`src/rtl/rdl_pkg.sv`:
```
package rdl_pkg;

  // Phase of the output: still filling the array, or carrying delayed data.
  typedef enum logic {
    PH_FILL = 1'b0,
    PH_RUN  = 1'b1
  } rdl_phase_e;

endpackage

```
`src/rtl/rdl_reset_sync.sv`:
```
module rdl_reset_sync (
  input  logic clk,
  input  logic rst_n,
  output logic rst_int_n
);

  logic [1:0] stage_q;
  logic [1:0] stage_nxt;

  always_comb begin
    stage_nxt = {stage_q[0], 1'b1};
  end

  always_ff @(posedge clk or negedge rst_n) begin
    if (!rst_n) begin
      stage_q <= 2'b00;
    end else begin
      stage_q <= stage_nxt;
    end
  end

  assign rst_int_n = stage_q[1];

endmodule

```
`src/rtl/rdl_ptr_pair.sv`:
```
module rdl_ptr_pair #(
  parameter int ADDR_BITS = 4
) (
  input  logic                 clk,
  input  logic                 rst_int_n,
  output logic [ADDR_BITS-1:0] rd_addr,
  output logic [ADDR_BITS-1:0] wr_addr,
  output logic                 rd_last
);

  localparam logic [ADDR_BITS-1:0] LAST_ADDR = {ADDR_BITS{1'b1}};

  logic [ADDR_BITS-1:0] rd_q;
  logic [ADDR_BITS-1:0] wr_q;
  logic [ADDR_BITS-1:0] rd_nxt;
  logic [ADDR_BITS-1:0] wr_nxt;

  // Both pointers step by one every cycle and wrap naturally at 2**ADDR_BITS.
  always_comb begin
    rd_nxt = rd_q + 1'b1;
    wr_nxt = wr_q + 1'b1;
  end

  always_ff @(posedge clk or negedge rst_int_n) begin
    if (!rst_int_n) begin
      rd_q <= '0;
      wr_q <= LAST_ADDR;
    end else begin
      rd_q <= rd_nxt;
      wr_q <= wr_nxt;
    end
  end

  assign rd_addr = rd_q;
  assign wr_addr = wr_q;
  assign rd_last = (rd_q == LAST_ADDR);

  AST_PTR_GAP: assert property (@(posedge clk) disable iff (!rst_int_n)
    wr_q == ADDR_BITS'(rd_q - 1'b1));

  AST_PTR_STEP: assert property (@(posedge clk) disable iff (!rst_int_n)
    1'b1 |=> rd_q == ADDR_BITS'($past(rd_q) + 1'b1));

endmodule

```
`src/rtl/rdl_array.sv`:
```
module rdl_array #(
  parameter int WIDTH     = 8,
  parameter int ADDR_BITS = 4
) (
  input  logic                 clk,
  input  logic                 rst_int_n,
  input  logic                 wr_en,
  input  logic [ADDR_BITS-1:0] wr_addr,
  input  logic [WIDTH-1:0]     wr_data,
  input  logic                 rd_en,
  input  logic [ADDR_BITS-1:0] rd_addr,
  output logic [WIDTH-1:0]     rd_data
);

  localparam int DEPTH = 1 << ADDR_BITS;

  logic [WIDTH-1:0] mem [DEPTH];
  logic [WIDTH-1:0] rd_q;
  logic [WIDTH-1:0] rd_nxt;

  // Storage carries no reset, like a real RAM macro.
  always_ff @(posedge clk) begin
    if (wr_en) begin
      mem[wr_addr] <= wr_data;
    end
  end

  // Read takes the contents from before this edge's write.
  always_comb begin
    rd_nxt = rd_en ? mem[rd_addr] : rd_q;
  end

  always_ff @(posedge clk or negedge rst_int_n) begin
    if (!rst_int_n) begin
      rd_q <= '0;
    end else begin
      rd_q <= rd_nxt;
    end
  end

  assign rd_data = rd_q;

endmodule

```
`src/rtl/rdl_fill_track.sv`:
```
module rdl_fill_track
  import rdl_pkg::*;
(
  input  logic clk,
  input  logic rst_int_n,
  input  logic rd_last,
  output logic valid
);

  rdl_phase_e phase_q;
  rdl_phase_e phase_nxt;

  // The first written word reaches the output when the read pointer
  // has visited the last entry once.
  always_comb begin
    phase_nxt = phase_q;
    if (phase_q == PH_FILL && rd_last) begin
      phase_nxt = PH_RUN;
    end
  end

  always_ff @(posedge clk or negedge rst_int_n) begin
    if (!rst_int_n) begin
      phase_q <= PH_FILL;
    end else begin
      phase_q <= phase_nxt;
    end
  end

  assign valid = (phase_q == PH_RUN);

  AST_VALID_HOLD: assert property (@(posedge clk) disable iff (!rst_int_n)
    valid |=> valid);

endmodule

```
`src/rtl/ram_delay_line.sv`:
```
module ram_delay_line #(
  parameter int WIDTH     = 8,
  parameter int ADDR_BITS = 4
) (
  input  logic             clk,
  input  logic             rst_n,
  input  logic [WIDTH-1:0] din,
  output logic [WIDTH-1:0] dout,
  output logic             valid
);

  logic                 rst_int_n;
  logic [ADDR_BITS-1:0] rd_addr;
  logic [ADDR_BITS-1:0] wr_addr;
  logic                 rd_last;
  logic                 wr_en;
  logic                 rd_en;

  rdl_reset_sync u_rst (
    .clk       (clk),
    .rst_n     (rst_n),
    .rst_int_n (rst_int_n)
  );

  rdl_ptr_pair #(.ADDR_BITS(ADDR_BITS)) u_ptr (
    .clk       (clk),
    .rst_int_n (rst_int_n),
    .rd_addr   (rd_addr),
    .wr_addr   (wr_addr),
    .rd_last   (rd_last)
  );

  // Array ports are enabled only outside reset.
  assign wr_en = rst_int_n;
  assign rd_en = rst_int_n;

  rdl_array #(.WIDTH(WIDTH), .ADDR_BITS(ADDR_BITS)) u_mem (
    .clk       (clk),
    .rst_int_n (rst_int_n),
    .wr_en     (wr_en),
    .wr_addr   (wr_addr),
    .wr_data   (din),
    .rd_en     (rd_en),
    .rd_addr   (rd_addr),
    .rd_data   (dout)
  );

  rdl_fill_track u_fill (
    .clk       (clk),
    .rst_int_n (rst_int_n),
    .rd_last   (rd_last),
    .valid     (valid)
  );

  AST_VALID_FIRST: assert property (@(posedge clk) disable iff (!rst_int_n)
    $rose(valid) |-> rd_addr == '0);

endmodule

```
`config.mk`:
```
export PLATFORM = sky130hd
export DESIGN_NAME = ram_delay_line
export DESIGN_NICKNAME = d
export VERILOG_FILES = /design/src/rtl/rdl_pkg.sv /design/src/rtl/rdl_reset_sync.sv /design/src/rtl/rdl_ptr_pair.sv /design/src/rtl/rdl_array.sv /design/src/rtl/rdl_fill_track.sv /design/src/rtl/ram_delay_line.sv
export SDC_FILE = /design/constraint.sdc
export NUM_CORES = 1
export LEC_CHECK = 0
export ABC_AREA = 1
export BUFFER_PORTS_ARGS = -buffer_cell sky130_fd_sc_hd__buf_2
export CORE_AREA = 2 2 150 152
export CTS_CLUSTER_DIAMETER = 120
export DETAILED_ROUTE_END_ITERATION = 8
export DIE_AREA = 0 0 152 154
export SYNTH_ARGS = -nofsm -noshare
export SYNTH_HDL_FRONTEND = slang
export SYNTH_SLANG_ARGS = --single-unit
```
`constraint.sdc`:
```
create_clock -name clk -period 0.8 [get_ports clk]
set_input_delay 0.16 -clock clk [delete_from_list [all_inputs] [get_ports clk]]
set_output_delay 0.16 -clock clk [all_outputs]
set_load 0.01 [all_outputs]
```
### Word level (Yosys, flattened, before mapping)

Memories as Yosys holds them, arrays and structs flattened. A register that Yosys moved wholly into a read port is not among the register bits.
Index checks and enable logic that the tools add are counted.

| word-level totals | value |
|---|---|
| flip-flop bits (word level) | 11 |
| logic and storage cells | 13 |
| input bits | 10 |
| memory bits (writable) | 128 |
| output and inout bits | 9 |
| memories kept | 1 |
| ROM bits | 0 |
| latch bits | 0 |

| cells by class | value |
|---|---|
| bitwise operators | 1 |
| multiplexer cells | 2 |
| order comparisons | 0 |
| shift operators | 0 |
| add/subtract/negate cells | 2 |
| $mul | 0 |
| equality and inequality tests | 1 |
| reduce and logical (&&, ||, !) cells | 2 |
| div/mod/pow operators | 0 |

Memories:

| memory | words | bits a word | rd ports | clocked after memory_dff | wr ports | RTL line | text |
|---|---|---|---|---|---|---|---|
| u_mem.mem | 16 | 8 | 1 | 1 | 1 | rdl_array.sv:17 | `logic [WIDTH-1:0] mem [DEPTH];` |

Operator list:

| cell | number |
|---|---|
| adder 4 x 1 -> 4 bit, second input constant | 2 |
| equality test 4 bit, second input constant | 1 |
| two-way mux 1 bit | 2 |
| logical AND 1 bit | 1 |
| logical NOT 1 bit | 1 |
| NOT 1 bit | 1 |

### Depth between registers and ports, before layout

Gate-level depths: netlist (run 1).

| logic depth | value |
|---|---|
| depth after elaboration | 2 |
| mapped depth | 10 |
| mapped depth without buffers | 9 |

### Hierarchy

A second synthesis (run 1) with hierarchy kept.

| second synthesis, totals | value |
|---|---|
| cells, all modules | 516 |
| area, all modules | 6033.3 um^2 |

By module, submodules not included:

| module | area each (um^2) | sequential area each (um^2) | instances | cells an instance |
|---|---|---|---|---|
| rdl_array | 5635.4 | 4043.9 | 1 | 483 |
| rdl_ptr_pair | 307.8 | 205.2 | 1 | 26 |
| rdl_reset_sync | 53.8 | 50.0 | 1 | 3 |
| rdl_fill_track | 36.3 | 25.0 | 1 | 4 |

### Worst setup path after synthesis (run 1)

No wires, ideal clock.

| timing | value |
|---|---|
| path kind | flip-flop to flip-flop |
| from | register u_rst.stage_q[1] |
| to | memory u_mem.mem[0][0], enable pin |
| data required time | 430 ps |
| arrival | 1508 ps |
| slack | -1078 ps |
| setup time | 370 ps |
| buffers on the path | 1 |
| period minus slack after synthesis | 1878 ps |
| cell stages (with the launch flop) | 4 |
| path through | dfrtp_1 buf_2 nand2_1 nor2_1 |

| on the way | value |
|---|---|
| longest elaborated chain between the ends | 2 |

Ends and longest elaborated chain:

| what | RTL line | text |
|---|---|---|
| from (decl) | rdl_reset_sync.sv:7 | `logic [1:0] stage_q;` |
| from (signal assigned) | rdl_reset_sync.sv:18 | `stage_q <= stage_nxt;` |
| two-way mux 1 bit | rdl_array.sv:23 | `if (wr_en) begin` |
| two-way mux 1 bit (not written as such) | rdl_array.sv:24 | `mem[wr_addr] <= wr_data;` |
| to (decl) | rdl_array.sv:17 |  |

No other way between the ends.

### Worst setup path after layout (run 1)

| timing | value |
|---|---|
| from | register u_ptr.wr_q[1] (netlist: u_ptr.wr_addr[1]) |
| to | memory u_mem.mem[10][2], enable pin |

RTL lines:

| what | RTL line | text |
|---|---|---|
| from (decl) | rdl_ptr_pair.sv:14 | `logic [ADDR_BITS-1:0] wr_q;` |
| from (signal assigned) | rdl_ptr_pair.sv:30 | `wr_q <= wr_nxt;` |

No word-level cell before the write port.

==> impl_metrics.yaml, run 1 <==
layout:
  final_net_count: 705
  area_delta_synth_final_pct: 32.49
  stdcell_count: 982
  fin_util_pct: 39.10
  finish.instance_area_sq_um: 8481
  regArea_sq_um: 4329
  drive_gt1_share_pct: 25.36
  n_antenna_cell: 0
  multi_input_area_sq_um: 1923
  nFillCells: 2087
critical_path:
  worst-path-buf-inv: 0
  crit_path_end_kind: "flop"
  r2r_slack_ns: -0.70
  crit_family: "flip-flops"
  crit_required_ns: 0.90
  endpoint: "u_mem.mem[10][2]"
  worstPathCellList: "ha_4 > nand2_8 > nor2_4"
  cp.depth: 3
  cp_data_arrival_time_ns: 1.59
  cp_slowest_cell: "dfstp_2"
  cp-start-kind: "flop"
  reg2regPathDepth: 3
  critPathKind: "flop to flop"
  max_stage_delay_ns: 0.60
  reg2reg_to: "u_mem.mem[10][2]"
  timing.critical_path.from: "u_ptr.wr_addr[1]"
  rr_startpoint: "u_ptr.wr_addr[1]"
  cp_max_fo: 8
pwr:
  p_leak_nw: 3.581
  peakVddDrop_mv: 0.8886
  power.total_mw: 16.36
  powerDensity_nw_per_um2: 1929
synth:
  synth_fp_nets: 642
  ys_types: 19
  syn_area_per_cell_sq_um: 10.21
  synth_common_cells: "nand2_1 (224), edfxtp_1 (128), inv_1 (110)"
  ys_seq_area_share_pct: 67.55
  synth_seq_cells: 147
  synthesis.area_sq_um: 6401
  ys.warnings.count: 0
  synth_edf_count: 128
  synthArstFlopShare_pct: 12.93
  ys_top_cells_by_area: "edfxtp_1 (60%), nand2_1 (13%), inv_1 (6.5%)"
  yosysTopAreaCellShare_pct: 60.05
  synth_ff_type: "edfxtp_1"
  yosys.area.top_type: "edfxtp_1"
  synth.most_common_cell: "nand2_1"
  synthCells: 627
detailed_routing:
  routedWlPerCell_um: 15.93
  wl_um: 15650
  drt-pass1-iter-count: 4
  dr_total_vias: 4360
  ant_nets: 0
  viasPerCell: 4.440
  drc: 0
  drtIter0Drc: 315
timing:
  final.setup_skew_ns: 0.01206
  max_freq_mhz: 667.8
  finalMaxSlewViolations: 0
  finalSetupViolCount: 158
  hold_violations: 0
  fin_crit_ns: 1.497
  rsz0062_at_grt: "true"
  fin_ws_ns: -0.6974
  period_share_pct: 187.2
floorplanning:
  num_rows: 54
  coreArea_sq_um: 21690
  io_pins: 19
  initial_core_util_pct: 29.51
  die_y_um: 154
  die_w_um: 152
  die_area_sq_um: 23410
placement:
  port_buffers: 18
  placed_cells: 937
  pre_cts_slack_ns: -0.7054
  hpwlAfterDp_um: 9688
  gp_congestion: 0.8339
  place_area_sq_um: 7395
status:
  violations: "setup timing"
  outcome: "finished, violations left"
clock_network:
  cts_root_buf: "clkbuf_16"
  cts_buffers: 17
  cts.sinks: 147
  cts_tree: "built"
  clkTransAtPathRegs_ns: 0.06
  htreeDepth: 4
  clkLatencyLatePin_ns: 0.43
  cts.path.max_buffers: 2
grt:
  grt_max_degree: 26
  antenna_found_initial: 0
  grt_overflow: 0
  grt_pass1_wl_um: 24030
  grt_pass1_vias: 4334
  grtUsageTotal_pct: 13.64
min_path:
  hold_class: "input pin to async pin"
run:
  maxCapViolCount: 0
==> how the worst min path moves through the flow <==
stage / start / end / slack, ns / depth (start not counted)
after floorplan: rst_n / u_rst.stage_q[0] / -0.14 / 0
after global placement: rst_n / u_rst.stage_q[0] / -0.05 / 1
after detailed placement: rst_n / u_rst.stage_q[1] / -0.05 / 1
after CTS: rst_n / u_rst.stage_q[1] / 0.03 / 2
after global routing: rst_n / u_rst.stage_q[1] / 0.03 / 2
final: rst_n / u_rst.stage_q[1] / 0.04 / 2
==> worst register-to-register path, delay by kind of cell, from the launching register on <==
family | cells | cell delay (ns)
adder cells (fa/ha/maj) | 1 | 0.18
AND/OR/NAND/NOR | 2 | 0.38
flip-flops | 1 | 0.60
==> cell usage in the layout (no fill, tap or decap), types with 4 or more instances in the layout <==
cell type  count
nand2_1      207
edfxtp_1     128
inv_1        108
nand3_1       51
nand3_2       31
buf_12        20
clkbuf_16     18
buf_2         18
buf_4         17
nor2_4        16
nand2_2       13
dfrtp_1       13
buf_6          6
or2_0          5
ha_4           5
buf_16         5
xor2_1         4
nand2_8        4
clkinv_1       4
dfstp_2        4
==> kinds of logic after synthesis <==
logic type	share of synthesized area, %
other	0.05858
xor gates and xnor gates	0.5472
DFF	67.55
adders and majority gates	0.9773
AOI/OAI and AO/OA	0.1369
buffers and inverters	9.460
and+or+nand+nor	21.27
==> layout make-up <==
class | count | area share (%)
flip-flops and latches | 147 | 51.05
multi-input cells | 341 | 22.68
repair buffers | 70 | 10.48
inverters | 113 | 5.193
clock buffers | 19 | 5.105
well taps | 280 | 4.131
clock inverters | 12 | 1.372
==> power by group <==
group,internal [mW],switching (mW)
Sequential,8.39,0.0406
Combinational,0.179,0.249
Clock,4.51,2.99
Total,13.1,3.28
==> registers in the layout, indices dropped and copies added (netlist names) <==
name           count
u_fill.valid       1
u_mem.mem        128
u_mem.rd_data      8
u_ptr.rd_addr      4
u_ptr.wr_addr      4
u_rst.stage_q      2
==> metal layers <==
| layer | up-vias | global-route usage, % | wire (um) |
|---|---|---|---|
| met5 | - | 0 | 0 |
| met4 | 0 | 4.762 | 287 |
| met3 | 23 | 3.890 | 664 |
| met2 | 89 | 21.47 | 7435 |
| met1 | 2130 | 18.10 | 7260 |
| li1 | 2118 | - | - |
==> per-stage QoR <==
stage | hold slack (ns) | setup TNS, ns
floorplan | -0.1356 | -71.57
global placement | -0.05422 | -86.77
detailed placement | -0.04750 | -89.47
CTS | 0.03380 | -93.42
global route | 0.03191 | -99.35
finish | 0.04420 | -92.23
==> what timing repair did <==
action	in CTS	in global routing
cloned	5	1
pin swaps	9	14
gates resized for setup	41	36
endpoints found under the hold margin	2	0
setup endpoints to repair	157	160
setup buffers	7	2
hold buffers	1	0
Power figures use the tool's default switching activity.
==> inputs of run 2 (changes only) <==
ABC_AREA = default   (was 1)
CORE_AREA = 2 2 142 144   (was 2 2 150 152)
DIE_AREA = 0 0 144 146   (was 0 0 152 154)
PLACE_DENSITY = 0.54   (was default)
SLEW_MARGIN = 20   (was default)
==> run 2 against run 1 <==
  * The flow still finishes with violations (setup timing)
  * Non-clock buffer count rose by 9
  * Combinational power fell by 26%
  * Highest routed layer unchanged
  * Via count fell by 30%
  * Utilization rose by 0.90 points
  * Sequential power barely moved
  * Critical path depth rose by 1
  * Largest cell class unchanged
  * Fmax fell by 8.0%
==> impl_metrics.yaml, run 2 <==
status:
  outcome: "finished, violations left"
  violations: "setup timing"
floorplanning:
  die_y_um: 146
  coreArea_sq_um: 19330
  die_w_um: 144
  die_area_sq_um: 21020
  num_rows: 51
  io_pins: 19
  initial_core_util_pct: 29.75
detailed_routing:
  viasPerCell: 4.605
  drc: 0
  routedWlPerCell_um: 17.70
  drtIter0Drc: 164
  dr_total_vias: 3035
  wl_um: 11670
  ant_nets: 0
  drt-pass1-iter-count: 4
critical_path:
  critPathKind: "flop to flop"
  rr_startpoint: "u_ptr.rd_addr[0]"
  cp_data_arrival_time_ns: 1.91
  reg2regPathDepth: 4
  cp_max_fo: 6
  r2r_slack_ns: -0.83
  reg2reg_to: "u_mem.rd_data[6]"
  cp-start-kind: "flop"
  crit_path_end_kind: "flop"
  crit_required_ns: 1.08
synth:
  ys.warnings.count: 0
  ys_seq_area_share_pct: 75.16
  ys_top_cells_by_area: "edfxtp_1 (67%), mux2i_1 (7.0%), dfrtp_1 (6.5%)"
  synth_ff_type: "edfxtp_1"
  synth_seq_cells: 147
  yosys.area.top_type: "edfxtp_1"
  synth_edf_count: 128
  ys_types: 27
  synthCells: 302
  synthArstFlopShare_pct: 12.93
  synth_common_cells: "edfxtp_1 (128), mux2i_1 (40), o22ai_1 (16)"
  synthesis.area_sq_um: 5753
  synth.most_common_cell: "edfxtp_1"
  syn_area_per_cell_sq_um: 19.05
  yosysTopAreaCellShare_pct: 66.81
  synth_fp_nets: 317
min_path:
  hold_class: "input pin to async pin"
timing:
  max_freq_mhz: 614.2
  fin_crit_ns: 1.628
  fin_ws_ns: -0.8281
  hold_violations: 0
  tightestPinTransition_ns: 0.5476
  finalSetupViolCount: 154
  final.setup_skew_ns: 0.004778
  slew_headroom_pct: 63.49
  rsz0062_at_grt: "true"
  timing.hold.ws_ns: 0.04898
  finalMaxSlewViolations: 0
  period_share_pct: 203.5
layout:
  n_antenna_cell: 0
  area_delta_synth_final_pct: 34.45
  drive_gt1_share_pct: 45.18
  final_cell_mix: "edfxtp_1 (128), mux2i_1 (34), buf_4 (27)"
  stdcell_count: 659
  fin_util_pct: 40.01
  final_net_count: 396
  largest-register: "u_mem.mem"
  mostFrequentLayoutCell: "edfxtp_1"
  largest_reg_flops: 128
placement:
  gp_congestion: 0.7250
  port_buffers: 18
  hpwlAfterDp_um: 7422
  placed_cells: 607
  pre_cts_slack_ns: -0.8952
clock_network:
  htreeDepth: 4
  clkLatencyLatePin_ns: 0.42
  cts.path.max_buffers: 2
  cts_buffers: 17
  cts.sinks: 147
  clkTransAtPathRegs_ns: 0.06
  cts_tree: "built"
  cts_root_buf: "clkbuf_16"
pwr:
  power.total_mw: 16.19
  p_leak_nw: 2.498
  powerDensity_nw_per_um2: 2093
  peakVddDrop_mv: 1.337
grt:
  grt_pass1_wl_um: 18080
  grt_pass1_vias: 3133
  grtUsageTotal_pct: 11.84
  busiest_layer: "met2"
  grt_overflow: 0
  use_met3_pct: 3.291
  grtUsageMet1_pct: 15.13
  antenna_found_initial: 0
  gr-usage-met2_pct: 19.38
  grt_max_degree: 30
run:
  maxCapViolCount: 0
run 2: through the flow:
step | instance area [sq um] | setup TNS [ns]
after floorplan | 5973 | -89.13
after global placement | 6771 | -93.06
after detailed placement | 6771 | -94.91
after CTS | 7594 | -90.32
after global routing | 7735 | -95.32
final | 7735 | -89.35
run 2: worst max-delay path, cell delays in order, from the launching register on:
cell and delay (ns):
dfrtp_2 0.49, buf_12 0.17, mux4_2 0.53, mux2i_2 0.20, a31oi_1 0.10
run 2: final cells by class:
| cell class | count | area [sq um] |
|---|---|---|
| Fill cell | 1724 | 11600 |
| Sequential cell | 147 | 4328 |
| Multi-Input combinational cell | 133 | 1593 |
| Timing Repair Buffer | 79 | 908.4 |
| Clock buffer | 17 | 425.4 |
| Tap cell | 265 | 331.6 |
| Clock inverter | 15 | 132.6 |
| Inverter | 3 | 16.27 |
run 2: what timing repair did:
item,4_1_cts,5_1_grt
hold endpoints to repair,2,0
gates cloned,1,3
endpoints found under the setup margin,154,154
hold buffers,1,0
gates resized for setup,35,22
pin swaps,16,8
setup buffers,14,11
run 2: cells by family (layout without fill, tap and decap cells):
logic type | Yosys count | count (layout) | synth area share [%]
buffers and inverters | 22 | 114 | 2.980
adder cells (fa/ha/maj) | 5 | 5 | 1.087
other | 1 | 1 | 0.06518
flip-flops | 147 | 147 | 75.16
AO/OA/AOI/OAI | 33 | 33 | 3.980
multiplexers | 56 | 56 | 13.42
AND/OR/NAND/NOR | 34 | 34 | 2.697
XOR/XNOR | 4 | 4 | 0.6091
run 2: worst max path at each step:
| stage | depth (start not counted) | start | end |
|---|---|---|---|
| 2_1_floorplan | 3 | u_rst.stage_q[1] | u_mem.mem[0][0] |
| 3_3_place_gp | 4 | u_ptr.rd_addr[0] | u_mem.rd_data[6] |
| 3_5_place_dp | 4 | u_ptr.rd_addr[0] | u_mem.rd_data[5] |
| 4_1_cts | 4 | u_ptr.rd_addr[0] | u_mem.rd_data[5] |
| 5_1_grt | 6 | u_ptr.rd_addr[0] | u_mem.rd_data[1] |
| 6_report | 4 | u_ptr.rd_addr[0] | u_mem.rd_data[6] |
run 2: metal layers:
layer  up-vias  part of all wire, %
met5         -                    0
li1       1364                    -
met1      1600                   43
met3        19                  3.4
met2        52                   51
met4         0                  2.0
run 2: power by group:
group | switching [mW] | leakage, nW | internal, mW | total, mW
Combinational | 0.212 | 0.853 | 0.104 | 0.315
Clock | 3.15 | 0.274 | 4.30 | 7.45
Sequential | 0.0303 | 1.37 | 8.39 | 8.42
